`src/rtl/eint_pkg.sv`:
```
package eint_pkg;

  localparam int unsigned NUM_SRC      = 24;
  localparam int unsigned SRC_PER_WORD = 8;
  localparam int unsigned FIELD_W      = 4;
  localparam int unsigned CFG_WORDS    = NUM_SRC / SRC_PER_WORD;
  localparam int unsigned WORD_SEL_W   = (CFG_WORDS > 1) ? $clog2(CFG_WORDS) : 1;
  localparam int unsigned DATA_W       = 32;
  localparam int unsigned ADDR_W       = 8;
  localparam int unsigned NUM_DED      = 4;
  localparam int unsigned SHARED_SPLIT = 8;
  localparam int unsigned NUM_OUT      = NUM_DED + 2;

  localparam logic [ADDR_W-1:0] CFG_BASE  = 8'h88;
  localparam logic [ADDR_W-1:0] MASK_ADDR = 8'hA4;
  localparam logic [ADDR_W-1:0] PEND_ADDR = 8'hA8;

  typedef enum logic [FIELD_W-1:0] {
    TRIG_LOW  = 4'd0,
    TRIG_HIGH = 4'd1,
    TRIG_FALL = 4'd2,
    TRIG_RISE = 4'd4,
    TRIG_BOTH = 4'd6
  } trigMode_e;

  typedef enum logic [1:0] {
    RD_NONE,
    RD_CFG,
    RD_MASK,
    RD_PEND
  } rdSel_e;

  typedef struct packed {
    logic [CFG_WORDS-1:0]  cfgWr;
    logic                  maskWr;
    logic                  pendClr;
    rdSel_e                rdSel;
    logic [WORD_SEL_W-1:0] rdWord;
  } ctrlStrobe_t;

  // Event test for one source: current and previous synchronised level
  function automatic logic trigHit(input logic [FIELD_W-1:0] mode,
                                   input logic cur, input logic prev);
    case (mode)
      TRIG_LOW:  return !cur;
      TRIG_HIGH: return cur;
      TRIG_FALL: return prev && !cur;
      TRIG_RISE: return !prev && cur;
      TRIG_BOTH: return prev ^ cur;
      default:   return 1'b0;
    endcase
  endfunction

endpackage

```
`src/rtl/eint_ctrl.sv`:
```
module eint_ctrl
  import eint_pkg::*;
#(
  parameter int unsigned ADDR_BITS = ADDR_W,
  parameter int unsigned WORDS     = CFG_WORDS,
  parameter logic [ADDR_BITS-1:0] CFG_ADDR0 = CFG_BASE,
  parameter logic [ADDR_BITS-1:0] MASK_AT   = MASK_ADDR,
  parameter logic [ADDR_BITS-1:0] PEND_AT   = PEND_ADDR
)(
  input  logic                 regWrEn,
  input  logic [ADDR_BITS-1:0] regAddr,
  output ctrlStrobe_t          strb
);

  logic [WORDS-1:0] cfgHit;
  logic             maskHit;
  logic             pendHit;

  for (genvar w = 0; w < WORDS; w++) begin : g_cfgDec
    localparam logic [ADDR_BITS-1:0] WORD_ADDR = ADDR_BITS'(CFG_ADDR0 + 4 * w);
    assign cfgHit[w] = (regAddr == WORD_ADDR);
  end

  assign maskHit = (regAddr == MASK_AT);
  assign pendHit = (regAddr == PEND_AT);

  always_comb begin
    strb         = '0;
    strb.cfgWr   = regWrEn ? cfgHit : '0;
    strb.maskWr  = regWrEn && maskHit;
    strb.pendClr = regWrEn && pendHit;
    strb.rdSel   = RD_NONE;
    strb.rdWord  = '0;
    for (int w = 0; w < WORDS; w++) begin
      if (cfgHit[w]) begin
        strb.rdSel  = RD_CFG;
        strb.rdWord = WORD_SEL_W'(w);
      end
    end
    if (maskHit) strb.rdSel = RD_MASK;
    if (pendHit) strb.rdSel = RD_PEND;
  end

endmodule

```
`src/rtl/eint_datapath.sv`:
```
module eint_datapath
  import eint_pkg::*;
#(
  parameter int unsigned NSRC     = NUM_SRC,
  parameter int unsigned PER_WORD = SRC_PER_WORD,
  parameter int unsigned FW       = FIELD_W,
  parameter int unsigned DW       = DATA_W
)(
  input  logic            clk,
  input  logic            rstN,
  input  logic [NSRC-1:0] pinIn,
  input  ctrlStrobe_t     strb,
  input  logic [DW-1:0]   wrData,
  output logic [NSRC-1:0] pendQ,
  output logic [NSRC-1:0] maskQ,
  output logic [DW-1:0]   rdData
);

  localparam int unsigned WORDS     = NSRC / PER_WORD;
  localparam int unsigned WORD_BITS = PER_WORD * FW;

  logic [NSRC-1:0] sync1Q;
  logic [NSRC-1:0] sync2Q;
  logic [NSRC-1:0] prevQ;
  logic [NSRC-1:0] hitVec;
  logic [NSRC-1:0] clrVec;
  logic [WORDS-1:0][WORD_BITS-1:0] cfgQ;

  // Two-flop synchroniser plus one register of history for edges
  always_ff @(posedge clk or negedge rstN) begin
    if (!rstN) begin
      sync1Q <= '0;
      sync2Q <= '0;
      prevQ  <= '0;
    end else begin
      sync1Q <= pinIn;
      sync2Q <= sync1Q;
      prevQ  <= sync2Q;
    end
  end

  always_ff @(posedge clk or negedge rstN) begin
    if (!rstN) begin
      cfgQ <= '0;
    end else begin
      for (int w = 0; w < WORDS; w++) begin
        if (strb.cfgWr[w]) cfgQ[w] <= wrData[WORD_BITS-1:0];
      end
    end
  end

  for (genvar i = 0; i < NSRC; i++) begin : g_detect
    localparam int unsigned WIDX = i / PER_WORD;
    localparam int unsigned SLOT = i % PER_WORD;
    logic [FW-1:0] mode;
    assign mode      = cfgQ[WIDX][SLOT*FW +: FW];
    assign hitVec[i] = trigHit(mode, sync2Q[i], prevQ[i]);
  end

  assign clrVec = strb.pendClr ? wrData[NSRC-1:0] : '0;

  // A detected event in the same cycle overrides a software clear
  always_ff @(posedge clk or negedge rstN) begin
    if (!rstN) begin
      pendQ <= '0;
    end else begin
      pendQ <= (pendQ & ~clrVec) | hitVec;
    end
  end

  always_ff @(posedge clk or negedge rstN) begin
    if (!rstN) begin
      maskQ <= '1;
    end else if (strb.maskWr) begin
      maskQ <= wrData[NSRC-1:0];
    end
  end

  always_comb begin
    case (strb.rdSel)
      RD_CFG:  rdData = DW'(cfgQ[strb.rdWord]);
      RD_MASK: rdData = DW'(maskQ);
      RD_PEND: rdData = DW'(pendQ);
      default: rdData = '0;
    endcase
  end

endmodule

```
`src/rtl/eint_group.sv`:
```
module eint_group
  import eint_pkg::*;
#(
  parameter int unsigned NSRC  = NUM_SRC,
  parameter int unsigned NDED  = NUM_DED,
  parameter int unsigned SPLIT = SHARED_SPLIT
)(
  input  logic [NSRC-1:0]   pendQ,
  input  logic [NSRC-1:0]   maskQ,
  output logic [NDED+1:0]   parentIrq
);

  logic [NSRC-1:0] live;

  assign live = pendQ & ~maskQ;

  for (genvar k = 0; k < NDED; k++) begin : g_dedicated
    assign parentIrq[k] = live[k];
  end

  assign parentIrq[NDED]   = |live[SPLIT-1:NDED];
  assign parentIrq[NDED+1] = |live[NSRC-1:SPLIT];

endmodule

```
`src/rtl/ext_irq_trigger_ctrl.sv`:
```
module ext_irq_trigger_ctrl
  import eint_pkg::*;
#(
  parameter int unsigned NSRC  = NUM_SRC,
  parameter int unsigned ABITS = ADDR_W,
  parameter int unsigned DW    = DATA_W,
  parameter int unsigned NOUT  = NUM_OUT
)(
  input  logic             clk,
  input  logic             rstN,
  input  logic [NSRC-1:0]  pinIn,
  input  logic             regWrEn,
  input  logic [ABITS-1:0] regAddr,
  input  logic [DW-1:0]    regWrData,
  output logic [DW-1:0]    regRdData,
  output logic [NOUT-1:0]  parentIrq
);

  ctrlStrobe_t     strb;
  logic [NSRC-1:0] pendQ;
  logic [NSRC-1:0] maskQ;

  eint_ctrl #(
    .ADDR_BITS(ABITS)
  ) u_ctrl (
    .regWrEn (regWrEn),
    .regAddr (regAddr),
    .strb    (strb)
  );

  eint_datapath #(
    .NSRC (NSRC),
    .DW   (DW)
  ) u_datapath (
    .clk    (clk),
    .rstN   (rstN),
    .pinIn  (pinIn),
    .strb   (strb),
    .wrData (regWrData),
    .pendQ  (pendQ),
    .maskQ  (maskQ),
    .rdData (regRdData)
  );

  eint_group #(
    .NSRC (NSRC)
  ) u_group (
    .pendQ     (pendQ),
    .maskQ     (maskQ),
    .parentIrq (parentIrq)
  );

endmodule

```
`config.mk`:
```
export PLATFORM = sky130hd
export DESIGN_NAME = ext_irq_trigger_ctrl
export DESIGN_NICKNAME = d
export VERILOG_FILES = /design/src/rtl/eint_pkg.sv /design/src/rtl/eint_ctrl.sv /design/src/rtl/eint_datapath.sv /design/src/rtl/eint_group.sv /design/src/rtl/ext_irq_trigger_ctrl.sv
export SDC_FILE = /design/constraint.sdc
export NUM_CORES = 1
export LEC_CHECK = 0
export BUFFER_PORTS_ARGS = -buffer_cell sky130_fd_sc_hd__buf_2
export CORE_MARGIN = 3
export CORE_UTILIZATION = 45
export CTS_BUF_LIST = sky130_fd_sc_hd__clkbuf_4 sky130_fd_sc_hd__clkbuf_8
export CTS_CLUSTER_SIZE = 25
export DETAILED_ROUTE_END_ITERATION = 10
export GPL_TIMING_DRIVEN = 0
export HOLD_SLACK_MARGIN = 0.05
export PLACE_DENSITY = 0.64
export SYNTH_ARGS = -nofsm -noshare
export SYNTH_HDL_FRONTEND = slang
export SYNTH_HIERARCHICAL = 1
export SYNTH_SLANG_ARGS = --single-unit
```
`constraint.sdc`:
```
create_clock -name clk -period 6.1 [get_ports clk]
set_input_delay 0.61 -clock clk [delete_from_list [all_inputs] [get_ports clk]]
set_output_delay 0.61 -clock clk [all_outputs]
set_load 0.1 [all_outputs]
```
### Yosys cells after proc, flatten, opt, wreduce, memory -nomap -nowiden

Cells that the tools add are included.

* register bits after elaboration: 216
* input bits: 67
* output and inout bits: 38
* word-level logic and storage cells: 300

* order comparisons: 1
* equality and inequality tests: 104
* multiplexer cells: 34
* bitwise gates (word level): 29
* reduce and logical (&&, ||, !) cells: 124

Operators with widths (number)
* equality test 4 x 3 -> 1 bit (second input constant): 48
* one-hot mux 1 bit (5 select lines): 24
* equality test 4 x 1 -> 1 bit (second input constant): 24
* equality test 4 x 2 -> 1 bit (second input constant): 24
* zero test 4 bit: 24
* one-hot mux 32 bit (3 select lines): 1
* binary-select mux 32 bit (select 2 bit): 1
* logical AND 1 bit: 50
* AND 24 bit: 2
* zero test 1 bit: 48
* NOT 24 bit: 2
* equality test 8 bit (second input constant): 5
* 2-to-1 mux 32 bit: 1
* 2-to-1 mux 24 bit: 1
* bitwise OR 24 bit: 1
* XOR 1 bit: 24
* OR reduction 16 bit: 1
* 2-to-1 mux 3 bit: 4
* equality test 2 bit (second input constant): 2
* 2-to-1 mux 2 bit: 2
* OR reduction 4 bit: 1
* less-than comparator 2 x 3 -> 1 bit (second input constant): 1
* equality test 2 x 1 -> 1 bit (second input constant): 1

### Longest topological paths before layout

Gate-level depths: netlist of run 1.

* word-level depth: 8
* depth in mapped cells: 9
* gate-level depth less buffers: 5

### Cells and area by module

Netlist of run 1, hierarchy kept.

By module, submodules not included
* eint_datapath: times used 1, cells an instance 875, area an instance 10490.1 µm², seq. area each 5435.2 µm²
* eint_group: times used 1, cells an instance 31, area an instance 235.2 µm², seq. area each 0.0 µm²
* eint_ctrl: times used 1, cells an instance 19, area an instance 121.4 µm², seq. area each 0.0 µm²

### Worst setup path before layout of run 1

OpenSTA, ideal clock, no wires.

* path type: in2out
* start point: input port regAddr[1]
* end point: output port regRdData[6]
* arrival time: 4.092 ns
* data required time: 5.490 ns
* slack: 1.398 ns
* cell stages on the path: 8
* path buffers: 3
* cell sequence: or4b_1 -> buf_2 -> nor3_1 -> buf_4 -> buf_6 -> mux2i_1 -> a2bb2oi_1 -> o21ai_0

RTL lines
* start, declared: line ext_irq_trigger_ctrl.sv:13 `input logic [ABITS-1:0] regAddr,`
* end, declared: line ext_irq_trigger_ctrl.sv:15 `output logic [DW-1:0] regRdData,`

==> results.md, run 1 <==
* # port buffers at 104
* CTS Sinks at 216
* Drt total wl at 29.1 mm
* DIE HEIGHT at 161 microns
* Required time of the critical path at 5.49 ns
* Post-DRT Antenna Nets at 0
* Wire per inst at 20.5 microns
* CP Max Fanout at 10
* Lkg Pwr at 5.80 nW
* Fin worst setup slack at 2.26 ns
* Reg2Reg Depth at 5
* Max VDD drop at 0.132 mV
* Mapped cell area at 10800 sq um
* Largest net degree at the start of global routing at 115
* Async S/R FF share, synth at 1.00
* Crit Path Category: input port to output port
* CTS tree: done
* Global route overflow at 0
* Remaining DRCs at 0
* Initial Util at 0.459
* Worst Tran Pin Value at 0.912 ns
* Total core area at 23600 sq um
* Slew margin rel. at 0.392
* Gate Count Post-Synth at 925
* Post-CTS Hold Buffers at 0
* Clock Path Buffers at 3
* Worst-Skew Late Latency at 0.53 ns
* FF-to-FF setup slack at 4.62 ns
* Yosys reg bits at 216
* Yosys warns at 6
* Cts repair resizes at 0
* DR vias at 7801
* Status: finished clean
* Syn nets at 1040
* # setup viols final at 0
* Final hold viol count at 0
* FF-to-FF Start: u_datapath/sync2Q[5]$_DFF_PN0_
* DP HPWL at 20.0 mm
* Tcrit/Tclk final at 0.629
* Unrepaired setup endpoints after global routing: false
* Layout cells sized above 1 at 0.326
* CTS buffer count at 39
* Die Area at 26000 sq um
* Register area share after synthesis at 0.501
* Hold crit path type: input port to async pin
* Die width at 161 microns
* Setup bufs post-CTS at 0
* Reg-to-reg critical path endpoint: u_datapath/pendQ[5]$_DFF_PN0_
* Worst-path clk slew at 0.05 ns
* Post-synth EDFFs at 0
* Fin nets at 1186
* Final RePlAce weighted congestion at 0.835
* Final Power at 3.32 mW
* Layout Utilization at 0.537
* Slew Viols, Final at 0
* Crit end category: output port
* First-pass GRT wire length at 45.4 mm
* Vias/cell at 5.50
* Row count at 56
* Number of global-route vias before repair at 7937
* Main flop type after synthesis: dfrtp_1
* Clock Tree Root: clkbuf_8
* Total GRT Usage at 0.226
* Initial antenna violation count at 1
* Synth-to-Final Area Change at 17.0%
* Total negative slack at 0 ns
* Max capacitance violation total at 0
* Final Critical Period at 3.84 ns
* Number of H-tree levels at 2
* Drt first-iter violations at 515
* Pre-antenna DRT Iters at 5
* Filler Cells Inserted at 2129
* N_diodes at 0
* Power density cells at 262 nW/um^2
* Syn Area/Cell at 11.7 sq um
* Top-Level Pins at 105
* Post-place setup slack at 2.29 ns
* CP arrival at 3.23 ns
* Cell variety after synth at 42
* Crit start category: input port
* Clk_skew at 0.0121 ns
* Max Fclk at 0.261 GHz
-- how the worst max path moves through the flow --
stage / end / cells past startpoint / startpoint
after global routing: regRdData[5] / 9 / regAddr[1]
after floorplan: regRdData[6] / 8 / regAddr[1]
after global placement: u_datapath/sync1Q[8]$_DFF_PN0_ / 1 / rstN
after CTS: regRdData[17] / 9 / regAddr[5]
final: regRdData[4] / 9 / regAddr[5]
after detailed placement: regRdData[17] / 9 / regAddr[5]
-- cells in the final DEF, fill, tap and decap left out, types with 2 or more instances in the layout --
master,netlist,routed
or3_1,24,24
clkinv_2,0,2
clkbuf_8,0,57
a41oi_1,24,24
buf_2,16,119
nand4bb_1,24,24
clkbuf_1,7,7
nor2b_4,3,3
clkbuf_4,0,11
or3b_2,2,2
mux2_2,120,120
nor3_1,2,2
ha_1,48,48
nand2_1,68,68
a22o_1,30,30
nor4_1,4,3
nand2b_1,52,52
a21oi_1,26,26
inv_1,82,82
or2_1,2,2
buf_1,2,2
nor2b_1,13,13
a2bb2oi_1,24,24
mux2i_1,32,32
dfrtp_1,192,192
buf_4,5,5
nor2_1,7,7
a2111oi_2,4,4
buf_8,1,2
o211ai_1,24,24
o2bb2ai_1,6,6
o21ai_0,28,28
buf_6,5,5
o21ai_1,14,14
dfstp_2,24,24
-- metrics by stage --
step,hold slack [ns],area (sq um),instances
global placement,0.332,11800,1348
finish,0.0988,12700,1419
detailed placement,0.335,11800,1349
floorplan,0.314,10800,925
global route,0.151,12700,1419
CTS,0.139,12700,1419
-- cells in the mapped netlist, types with 4 or more instances --
| cell | instances | area (sq um) |
|---|---|---|
| mux2_2 | 120 | 1350 |
| a2111oi_2 | 4 | 60.1 |
| or3_1 | 24 | 150 |
| buf_4 | 5 | 37.5 |
| o2bb2ai_1 | 6 | 52.6 |
| nor2_1 | 7 | 26.3 |
| clkbuf_1 | 7 | 26.3 |
| buf_6 | 5 | 56.3 |
| a2bb2oi_1 | 24 | 210 |
| nand2_1 | 68 | 255 |
| dfrtp_1 | 192 | 4800 |
| a22o_1 | 30 | 263 |
| o21ai_0 | 28 | 140 |
| inv_1 | 82 | 308 |
| nor2b_1 | 13 | 81.3 |
| buf_2 | 16 | 80.1 |
| o21ai_1 | 14 | 70.1 |
| dfstp_2 | 24 | 631 |
| a41oi_1 | 24 | 210 |
| mux2i_1 | 32 | 320 |
| nand4bb_1 | 24 | 270 |
| nor4_1 | 4 | 25.0 |
| ha_1 | 48 | 601 |
| nand2b_1 | 52 | 325 |
| a21oi_1 | 26 | 130 |
| o211ai_1 | 24 | 180 |
-- report_power, final --
group | leakage (nW) | switching, mW | internal (mW) | total (mW)
Combinational | 2.82 | 0.145 | 0.121 | 0.266
Clock | 0.468 | 0.592 | 0.887 | 1.48
Sequential | 2.51 | 0.0710 | 1.51 | 1.58
-- critical path, stage by stage --
cell	delay (ns)
buf_2	0.13
or4b_2	0.71
nor2_1	0.38
nor2b_2	0.24
buf_6	0.13
buf_6	0.17
a2bb2oi_1	0.08
o21ai_0	0.28
buf_2	0.50
-- layout make-up --
type	count	area (sq um)	share of cell area
inverters	82	308	0.0243
clock inverters	2	10.0	0.000789
flip-flops and latches	216	5440	0.428
plain buffers	37	228	0.0179
clock buffers	68	867	0.0683
well taps	319	399	0.0315
multi-input cells	590	4880	0.385
repair buffers	105	558	0.0440
-- routing by layer --
layer	part of all wire	vias to the layer above	routed length (microns)	GRT usage
li1	-	3622	-	-
met1	0.46	3887	13500	0.322
met2	0.45	231	13200	0.355
met3	0.056	59	1640	0.0415
met4	0.026	2	749	0.0692
met5	0.00024	-	7	0
-- registers in the layout, indices dropped and copies added (netlist names) --
signal and cells:
u_datapath/maskQ 24, u_datapath/sync2Q 24, u_datapath/prevQ 24, u_datapath/pendQ 24, u_datapath/sync1Q 24, u_datapath/cfgQ 96
-- cells by family (layout without fill, tap and decap cells) --
kind of cell,Yosys count,count (layout),synth area share
fa+ha+maj,48,48,0.0554
mux,152,152,0.154
simple gates,206,206,0.116
flops,216,216,0.501
buf+inv,119,294,0.0494
compound gates,184,184,0.124
No activity file was read; power rests on OpenSTA's default activity.
==> inputs of run 2 (changes only) <==
--- a/config.mk
+++ b/config.mk
@@ -13,7 +13,7 @@
 export DETAILED_ROUTE_END_ITERATION = 10
 export GPL_TIMING_DRIVEN = 0
 export HOLD_SLACK_MARGIN = 0.05
-export PLACE_DENSITY = 0.64
+export PLACE_DENSITY = 0.67
 export SYNTH_ARGS = -nofsm -noshare
 export SYNTH_HDL_FRONTEND = slang
 export SYNTH_HIERARCHICAL = 1
==> constraint.sdc (replaced) <==
create_clock -name clk -period 3.1 [get_ports clk]
set_input_delay 0.31 -clock clk [delete_from_list [all_inputs] [get_ports clk]]
set_output_delay 0.31 -clock clk [all_outputs]
set_load 0.1 [all_outputs]
==> run 2 against run 1 <==
Net effect:
- non-clock buffer count is 34 higher
- cell area is 2.8% higher
- combinational power is 110% higher
- critical endpoint is now regRdData[17]
- first-iteration DRC count is 1.6% higher
- critical path depth is 1 lower
==> results.md, run 2 (synthesis gave the netlist of run 1 again) <==
* Worst-Skew Late Latency at 0.54 ns
* Clock power share at 0.433
* Max VDD drop at 0.320 mV
* CP endpoint: regRdData[17]
* # port buffers at 104
* Max reg flops at 96
* Sequential share of power at 0.481
* Drt first-iter violations at 523
* Layout cells sized above 1 at 0.324
* CP arrival at 2.73 ns
* Final Critical Period at 3.04 ns
* Power density cells at 496 nW/um^2
* Max Fclk at 0.329 GHz
* Post-DRT Antenna Nets at 0
* Status: finished clean
* Clk_skew at 0.0257 ns
* Pre-antenna DRT Iters at 5
* CTS tree: done
* Remaining DRCs at 0
* Hold crit path type: input port to register
* Leading cell types in the layout, fill and taps excluded: dfrtp_1 (192), mux2_2 (120), buf_2 (100)
* Lkg Pwr at 5.92 nW
* Crit Path Category: input port to output port
* Final hold viol count at 0
* Cell Int Power at 4.88 mW
* Die Area at 26000 sq um
* Required time of the critical path at 2.79 ns
* Switching part of the total power at 0.246
* Reg2Reg Depth at 5
* Wire per inst at 20.3 microns
* Worst-path clk slew at 0.05 ns
* Row count at 56
* Reg-to-reg critical path endpoint: u_datapath/pendQ[16]$_DFF_PN0_
* Worst Tran Pin Value at 1.34 ns
* FF-to-FF Start: u_datapath/sync2Q[16]$_DFF_PN0_
* Multi-input gate area at 4900 sq um
* Setup bufs post-CTS at 0
* Final RePlAce weighted congestion at 0.862
* Unrepaired setup endpoints after global routing: false
* Crit start category: input port
* Hold_ws at 0.0754 ns
* Clock Path Buffers at 3
* Die width at 161 microns
* Total negative slack at 0 ns
* Vias/cell at 5.45
* CTS Sinks at 216
* Fin nets at 1220
* N_diodes at 0
* Total core area at 23600 sq um
* CP Max Fanout at 10
* DR vias at 7924
* Synth-to-Final Area Change at 20.3%
* Clock Tree Root: clkbuf_8
* DP HPWL at 20.1 mm
* Initial Util at 0.459
* Register area at 5440 sq um
* Largest net degree at the start of global routing at 118
* Crit end category: output port
* Largest reg by FF count: u_datapath/cfgQ
* Switch Pwr at 1.59 mW
* DIE HEIGHT at 161 microns
* Hold path cells at 2
* FF-to-FF setup slack at 1.61 ns
* First-pass GRT wire length at 45.5 mm
* # setup viols final at 0
* Slew margin rel. at 0.0971
* CP startpoint: regAddr[5]
* Total GRT Usage at 0.227
* Global route overflow at 0
* Drt total wl at 29.5 mm
* Max capacitance violation total at 0
* Tcrit/Tclk final at 0.980
* Top-Level Pins at 105
* Initial antenna violation count at 0
* Slew Viols, Final at 0
* Number of H-tree levels at 2
* Combinational Power Share at 0.087
* Filler Cells Inserted at 2094
* Number of global-route vias before repair at 8035
* CTS buffer count at 39
* Commonest non-fill, non-tap cell in the layout: dfrtp_1
## run 2: worst min-delay path by stage
stage | start | endpoint | slack (ns)
3_5_place_dp | u_datapath/sync1Q[15]$_DFF_PN0_ | u_datapath/sync2Q[15]$_DFF_PN0_ | 0.33
5_1_grt | regWrData[31] | u_datapath/cfgQ[31]$_DFFE_PN0P_ | 0.06
3_3_place_gp | u_datapath/sync1Q[16]$_DFF_PN0_ | u_datapath/sync2Q[16]$_DFF_PN0_ | 0.33
6_report | regWrData[31] | u_datapath/cfgQ[95]$_DFFE_PN0P_ | 0.08
2_1_floorplan | rstN | u_datapath/cfgQ[0]$_DFFE_PN0P_ | 0.01
4_1_cts | regWrData[31] | u_datapath/cfgQ[31]$_DFFE_PN0P_ | 0.05
## run 2: routing by layer
metal,vias up,GRT usage,wire length [microns]
met5,-,0,0
met4,0,0.0677,675
met3,56,0.0464,1680
met2,212,0.359,13500
met1,3955,0.319,13600
li1,3701,-,-
## run 2: area by class of cell
type                       count  share of cell area
tap                          319              0.0306
timing repair buffer         139              0.0727
sequential                   216               0.417
inverter                      82              0.0236
buffer                        37              0.0176
clock buffer                  66              0.0591
clock inverter                 4             0.00403
multi-input combinational    590               0.376
## run 2: through the flow
stage | utilization | cells | instance area, sq um | power, mW | setup slack, ns
global placement | 0.499 | 1348 | 11800 | 3.66 | -2.07
CTS | 0.552 | 1453 | 13000 | 6.54 | 0.00725
detailed placement | 0.501 | 1349 | 11800 | 3.68 | -0.290
global route | 0.552 | 1453 | 13000 | 6.76 | 0.00220
floorplan | - | 925 | 10900 | 3.44 | -0.302
finish | 0.552 | 1453 | 13000 | 6.47 | 0.0621
## run 2: power groups by stage
stage / Sequential, mW / Clock, mW / Combinational (mW)
after floorplan: 3.11 / 0 / 0.329
after global placement: 3.15 / 0 / 0.510
after detailed placement: 3.15 / 0 / 0.530
after CTS: 3.11 / 2.86 / 0.568
after global routing: 3.13 / 3.00 / 0.625
final: 3.11 / 2.80 / 0.561
## run 2: critical path: stages
cell and delay, ns:
buf_2 0.13, or4b_2 0.73, a31oi_1 0.17, buf_4 0.22
nand2b_2 0.21, clkbuf_2 0.31, o21ai_1 0.30, buf_4 0.34
## run 2: repair_timing
action,4_1_cts,5_1_grt
endpoints found under the hold margin,130,0
resized for setup,19,5
hold buffers,34,0
gates cloned,0,0
endpoints found under the setup margin,23,7
pin swaps,0,0
